## config.mk

```make
export PLATFORM = sky130hd
export DESIGN_NAME = ctx_aq_engine
export DESIGN_NICKNAME = d
export VERILOG_FILES = /design/src/rtl/ctx_aq_engine.sv
export SDC_FILE = /design/constraint.sdc
export NUM_CORES = 2
export LEC_CHECK = 0
export ABC_AREA = 1
export BUFFER_PORTS_ARGS = -buffer_cell sky130_fd_sc_hd__buf_2
export CAP_MARGIN = 20
export CORE_MARGIN = 5
export CORE_UTILIZATION = 56
export DETAILED_ROUTE_END_ITERATION = 8
export PLACE_DENSITY = 0.76
export SLEW_MARGIN = 25
export SYNTH_ARGS = -nofsm -noshare
export SYNTH_HDL_FRONTEND = slang
export SYNTH_SLANG_ARGS = --single-unit
```

## constraint.sdc

```tcl
create_clock -name clk -period 5.7 [get_ports clk]
set_input_delay 1.71 -clock clk [delete_from_list [all_inputs] [get_ports clk]]
set_output_delay 1.71 -clock clk [all_outputs]
set_load 0.005 [all_outputs]
```

## src/rtl/ctx_aq_engine.sv

```systemverilog
module ctx_aq_engine #(
  parameter int AW    = 32,
  parameter int LF_N  = 2,
  parameter int IDX_N = 2,
  parameter int SZ_W  = 8
) (
  input  logic            clk,
  input  logic            rst_n,
  input  logic [AW-1:0]   cfg_base,
  input  logic [SZ_W-1:0] cfg_size,
  input  logic            cfg_big,
  input  logic            db_valid,
  input  logic [SZ_W-1:0] db_count,
  output logic            mem_req,
  output logic            mem_we,
  output logic [AW-1:0]   mem_addr,
  output logic [63:0]     mem_wdata,
  input  logic            mem_gnt,
  input  logic            mem_rvalid,
  input  logic [63:0]     mem_rdata,
  output logic            done_irq
);
  localparam int NCT  = 6;
  localparam int NENT = NCT * LF_N * IDX_N;
  localparam int EW   = $clog2(NENT);
  localparam logic [7:0] C_GOOD = 8'd1, C_SWERR = 8'd2, C_FAULT = 8'd4, C_LOCK = 8'd5;

  typedef enum logic [3:0] {IDLE, RI0, WI0, RI1, WI1, RDAT, WDAT, RMSK, WMSK, EXEC, WR0, WR1, WCTX} st_t;

  function automatic logic [63:0] bswap(input logic [63:0] x);
    for (int i = 0; i < 8; i++) bswap[8*i +: 8] = x[8*(7-i) +: 8];
  endfunction

  st_t             st;
  logic [SZ_W-1:0] ptr;
  logic [SZ_W:0]   pend;
  logic [63:0]     w0, dat, msk;
  logic [AW-1:0]   ra;
  logic [7:0]      code, code_c;
  logic [63:0]     ctx [NENT];
  logic [NENT-1:0] vld, lck;

  wire [63:0] rd  = cfg_big ? bswap(mem_rdata) : mem_rdata;
  wire [3:0]  op  = w0[3:0];
  wire [3:0]  ct  = w0[7:4];
  wire [6:0]  lf  = w0[14:8];
  wire [19:0] ci  = w0[43:24];
  wire unused_rsv = ^{w0[23:15], w0[62:44]};
  wire in_rng = (int'(ct) < NCT) && (int'(lf) < LF_N) && (int'(ci) < IDX_N);
  wire [EW-1:0] ent = in_rng ? EW'((int'(ct) * LF_N + int'(lf)) * IDX_N + int'(ci)) : '0;
  wire rd_good = (op == 4'd3) && (code == C_GOOD);
  wire retire  = mem_gnt && ((st == WR1 && !rd_good) || st == WCTX);
  wire [SZ_W-1:0] nptr = ptr + 1'b1;

  always_comb begin
    if (op == 4'd0)                                        code_c = C_GOOD;
    else if (op > 4'd5 || !in_rng)                         code_c = C_SWERR;
    else if (op == 4'd1)                                   code_c = C_GOOD;
    else if (!vld[ent])                                    code_c = C_FAULT;
    else if ((op == 4'd4 && lck[ent]) || (op == 4'd5 && !lck[ent])) code_c = C_LOCK;
    else                                                   code_c = C_GOOD;
  end

  assign mem_req = st inside {RI0, RI1, RDAT, RMSK, WR0, WR1, WCTX};
  assign mem_we  = st inside {WR0, WR1, WCTX};

  always_comb begin
    case (st)
      RI0:     mem_addr = cfg_base + AW'({ptr, 4'h0});
      RI1:     mem_addr = cfg_base + AW'({ptr, 4'h8});
      RDAT:    mem_addr = ra + AW'(128);
      RMSK:    mem_addr = ra + AW'(256);
      WR1:     mem_addr = ra + AW'(8);
      WCTX:    mem_addr = ra + AW'(128);
      default: mem_addr = ra;
    endcase
  end

  logic [63:0] wraw;
  always_comb begin
    case (st)
      WR0:     wraw = {47'd0, w0[63], code, ct, op};
      WCTX:    wraw = ctx[ent];
      default: wraw = '0;
    endcase
  end
  assign mem_wdata = cfg_big ? bswap(wraw) : wraw;

  always_ff @(posedge clk or negedge rst_n) begin
    if (!rst_n) begin
      st <= IDLE; ptr <= '0; pend <= '0; done_irq <= 1'b0;
      w0 <= '0; ra <= '0; dat <= '0; msk <= '0; code <= '0;
    end else begin
      pend     <= pend + (db_valid ? (SZ_W+1)'(db_count) : '0) - (retire ? 1'b1 : 1'b0);
      done_irq <= retire && w0[63];
      if (retire) ptr <= (nptr == cfg_size) ? '0 : nptr;
      case (st)
        IDLE: if (pend != 0) st <= RI0;
        RI0:  if (mem_gnt) st <= WI0;
        WI0:  if (mem_rvalid) begin w0 <= rd; st <= RI1; end
        RI1:  if (mem_gnt) st <= WI1;
        WI1:  if (mem_rvalid) begin
                ra   <= rd[AW-1:0];
                code <= code_c;
                st   <= (code_c == C_GOOD && (op == 4'd1 || op == 4'd2)) ? RDAT : EXEC;
              end
        RDAT: if (mem_gnt) st <= WDAT;
        WDAT: if (mem_rvalid) begin dat <= rd; st <= (op == 4'd2) ? RMSK : EXEC; end
        RMSK: if (mem_gnt) st <= WMSK;
        WMSK: if (mem_rvalid) begin msk <= rd; st <= EXEC; end
        EXEC: st <= WR0;
        WR0:  if (mem_gnt) st <= WR1;
        WR1:  if (mem_gnt) st <= rd_good ? WCTX : IDLE;
        WCTX: if (mem_gnt) st <= IDLE;
        default: st <= IDLE;
      endcase
    end
  end

  wire upd = (st == EXEC) && (code == C_GOOD);

  always_ff @(posedge clk or negedge rst_n) begin
    if (!rst_n) begin
      vld <= '0; lck <= '0;
    end else if (upd) begin
      case (op)
        4'd1: begin vld[ent] <= 1'b1; lck[ent] <= 1'b0; end
        4'd4: lck[ent] <= 1'b1;
        4'd5: lck[ent] <= 1'b0;
        default: ;
      endcase
    end
  end

  always_ff @(posedge clk) begin
    if (upd && op == 4'd1) ctx[ent] <= dat;
    if (upd && op == 4'd2) ctx[ent] <= (ctx[ent] & ~msk) | (dat & msk);
  end
endmodule


```

==> flow_metrics.env <==
export IMPL_die_area_um2=141900
export IMPL_grt_max_degree=158
export IMPL_dr_pass1_iters=7
export IMPL_cts_buffer_depth=3
export IMPL_yosysWarnings=0
export IMPL_drive_gt1_frac=0.1720
export IMPL_synth_cells=6503
export IMPL_cpMostUsedCell="buf_12"
export IMPL_max_freq_mhz=168.5
export IMPL_synth_edf_count=1536
export IMPL_root_buffer="clkbuf_16"
export IMPL_synth_mux_area_frac=0.005084
export IMPL_die_h_um=376.7
export IMPL_crit_buf_inv=6
export IMPL_period_needed_ns=5.936
export IMPL_cts_hold_buf=0
export IMPL_finalInstanceArea_um2=88460
export IMPL_synth_area_per_cell_um2=11.58
export IMPL_endpoint_kind="output port"
export IMPL_r2r_start="w0[9]"
export IMPL_dp_hpwl_mm=133.1
export IMPL_yosysTopAreaCellShare=0.6125
export IMPL_hold_viol=0
export IMPL_slowest_delay_ns=0.53
export IMPL_ant_nets=0
export IMPL_drc=0
export IMPL_synthArstFlopShare=0.1490
export IMPL_ff2ff_setup_slack_ns=1.24
export IMPL_slew_viol_final=0
export IMPL_wl_mm=233.4
export IMPL_synthAdderAreaFrac=0.006646
export IMPL_wl_per_cell_um=26.59
export IMPL_antenna_found_initial=6
export IMPL_synth_area_um2=75310
export IMPL_viasPerCell=6.258
export IMPL_ys_seq_area_frac=0.7019
export IMPL_setup_ws_ns=-0.2356
export IMPL_finClkSkew_ns=0.03826
export IMPL_numCtsBuffers=173
export IMPL_fin_setup_tns_ns=-10.37
export IMPL_dpl_cell_area_um2=79690
export IMPL_initial_core_util=0.5636
export IMPL_insertion_delay_ns=0.82
export IMPL_synth_area_leaders="edfxtp_1 61%, dfrtp_1 8.9%, nand2_1 8.9%"
export IMPL_tightestPinTransition_ns=1.180
export IMPL_synth_simple_gate_area_frac=0.1365
export IMPL_rr_endpoint="ctx[9][59]"
export IMPL_place_ws_ns=-0.03673
export IMPL_hp_class="reg2reg"
export IMPL_io_buffers=216
export IMPL_critPathTopFamily="simple AND/OR/NAND/NOR gates"
export IMPL_min_to="vld[12]"
export IMPL_clock_sinks=1805
export IMPL_worst_ep_arrival_time_ns=4.23
export IMPL_synth_cell_type_count=54
export IMPL_fin_util=0.6620
export IMPL_track_usage=0.3185
export IMPL_yosysMostFrequentCell="nand2_1"
export IMPL_area_growth_syn_to_layout_pct=17.46
export IMPL_synth_commonest_cells="1792 x nand2_1, 1536 x edfxtp_1, 482 x inv_1, 403 x o21ai_0, 379 x a22oi_1"
export IMPL_dp_cells=8369
export IMPL_crit_slowest_cell="fa_1"
export IMPL_drt_iter0_drc=7515
export IMPL_fp_dieW_um=376.7
export IMPL_synth_xor_area_frac=0.003605
export IMPL_clkSlewWorstSetupHoldPaths_ns=0.06
export IMPL_synth_compound_area_frac=0.1023
export IMPL_hold_start="vld[12]"
export IMPL_netlist_top_cell_by_area="edfxtp_1"
export IMPL_gp_congestion=0.9502
export IMPL_nets=7020
export IMPL_grt_pass1_wl_mm=334.3
export IMPL_crit_type="reg2out"
export IMPL_via_count=54920
export IMPL_core_area_um2=133600
export IMPL_irDropWorstVdd_v=0.0003500
export IMPL_cts_max_level=4
export IMPL_violations="setup timing"
export IMPL_rsz0062_at_grt="true"
export IMPL_cp_max_fo=19
export IMPL_synth_ff_type="edfxtp_1"
export IMPL_synth_seq_cells=1805
export IMPL_grt_overflow_total=0
export IMPL_max_cap_violations=0
export IMPL_crit_required_ns=3.99
export IMPL_cp_cell_sequence="ha_2, fa_1, nand2_4, clkinv_2, nor2_4, inv_2, buf_12, buf_12, buf_12, a31oi_1, nor3_4, nand2_2, nand3_2, nand2_2, buf_6"
export IMPL_power_leakage_nw=31.70
export IMPL_fin_cells=8776
export IMPL_powerDensity_nw_per_um2=396.9
export IMPL_whs_path_depth=2
export IMPL_placementRows=134
export IMPL_holdWs_ns=0.4541
export IMPL_start_kind="flip-flop"
export IMPL_setup_violations=64
export IMPL_totalPowerFinal_mw=35.11
export IMPL_reg2regPathDepth=20
export IMPL_fin_crit_sh=1.041
export IMPL_synth_top_family_by_area="simple AND/OR/NAND/NOR gates"
export IMPL_grt_pass1_vias=51250
export IMPL_cts_tree="yes"
export IMPL_synthesis_nets=6658
export IMPL_slew_headroom=0.2083
export IMPL_status="finished, violations left"
export IMPL_pin_count=217
-- cell families (layout without fill, tap and decap cells) --
kind of cell | after synthesis | after routing
other | 0 | 2
muxes | 34 | 34
DFF | 1805 | 1805
adders and majority gates | 37 | 37
AOI/OAI and AO/OA | 1247 | 1248
xor gates and xnor gates | 31 | 31
buffers and inverters | 822 | 1324
and+or+nand+nor | 2527 | 2527
-- placed cells by master, fill, tap and decap left out, drive strengths merged, types with 14 or more instances in the layout --
cell / count
buf: 511
a31oi: 216
nand4: 41
edfxtp: 1536
clkbuf: 229
a21oi: 102
xor2: 22
clkinv: 77
a22oi: 379
nand3: 361
nand2: 1795
mux2: 34
ha: 32
o21bai: 17
o21ai: 470
nor2: 227
inv: 492
o2111ai: 14
nor3: 81
dfrtp: 269
-- registers in the layout (all words and copies together) (netlist names), 8 cells and up, named ones only --
name  count
ctx    1536
dat      64
msk      64
w0       36
ra       32
vld      24
pend      9
ptr       8
-- repair_timing --
item                                    4_1_cts  5_1_grt
cloned                                        8        5
gates resized for setup                     336      210
setup buffers                                55       28
endpoints found under the setup margin       68       81
pin swaps                                   100       92
-- tightest hold or removal path, delay by kind of cell (launching register included) --
| kind | cells | cell delay, ns |
|---|---|---|
| compound gates | 1 | 0.06 |
| buf+inv | 1 | 0.04 |
| flops | 1 | 0.32 |
-- worst max-delay path by stage --
stage	startpoint	endpoint	cells after the start	slack [ns]
4_1_cts	w0[9]	mem_wdata[24]	22	-0.23
6_report	w0[9]	mem_wdata[33]	15	-0.24
3_5_place_dp	cfg_base[4]	mem_addr[26]	15	-0.04
5_1_grt	w0[4]	mem_wdata[30]	21	-0.38
3_3_place_gp	cfg_base[4]	mem_addr[26]	15	0.02
2_1_floorplan	w0[4]	ctx[4][0]	15	0.05
-- layer usage --
metal,global-route usage,vias to the layer above,part of all wire
met5,0,-,0.00023
met4,0.1390,6,0.051
met3,0.07066,666,0.12
met2,0.4934,3776,0.46
met1,0.4398,26660,0.37
li1,-,23820,-
-- where the power goes --
part | leakage, nW | internal [mW] | total (mW) | switching (mW)
clock | 2.74 | 6.42 | 11.4 | 4.93
combinational | 11.9 | 1.76 | 6.37 | 4.61
sequential | 17.1 | 16.9 | 17.4 | 0.524
-- cell type report --
type / instances / area (µm²)
Multi-Input combinational cell: 3877 / 21230
Fill cell: 9240 / 45170
Antenna cell: 2 / 5.005
Clock buffer: 225 / 4781
Tap cell: 1768 / 2212
Clock inverter: 91 / 808.3
Inverter: 492 / 1869
Timing Repair Buffer: 516 / 4693
Sequential cell: 1805 / 52860
Power figures use the tool's default switching activity.
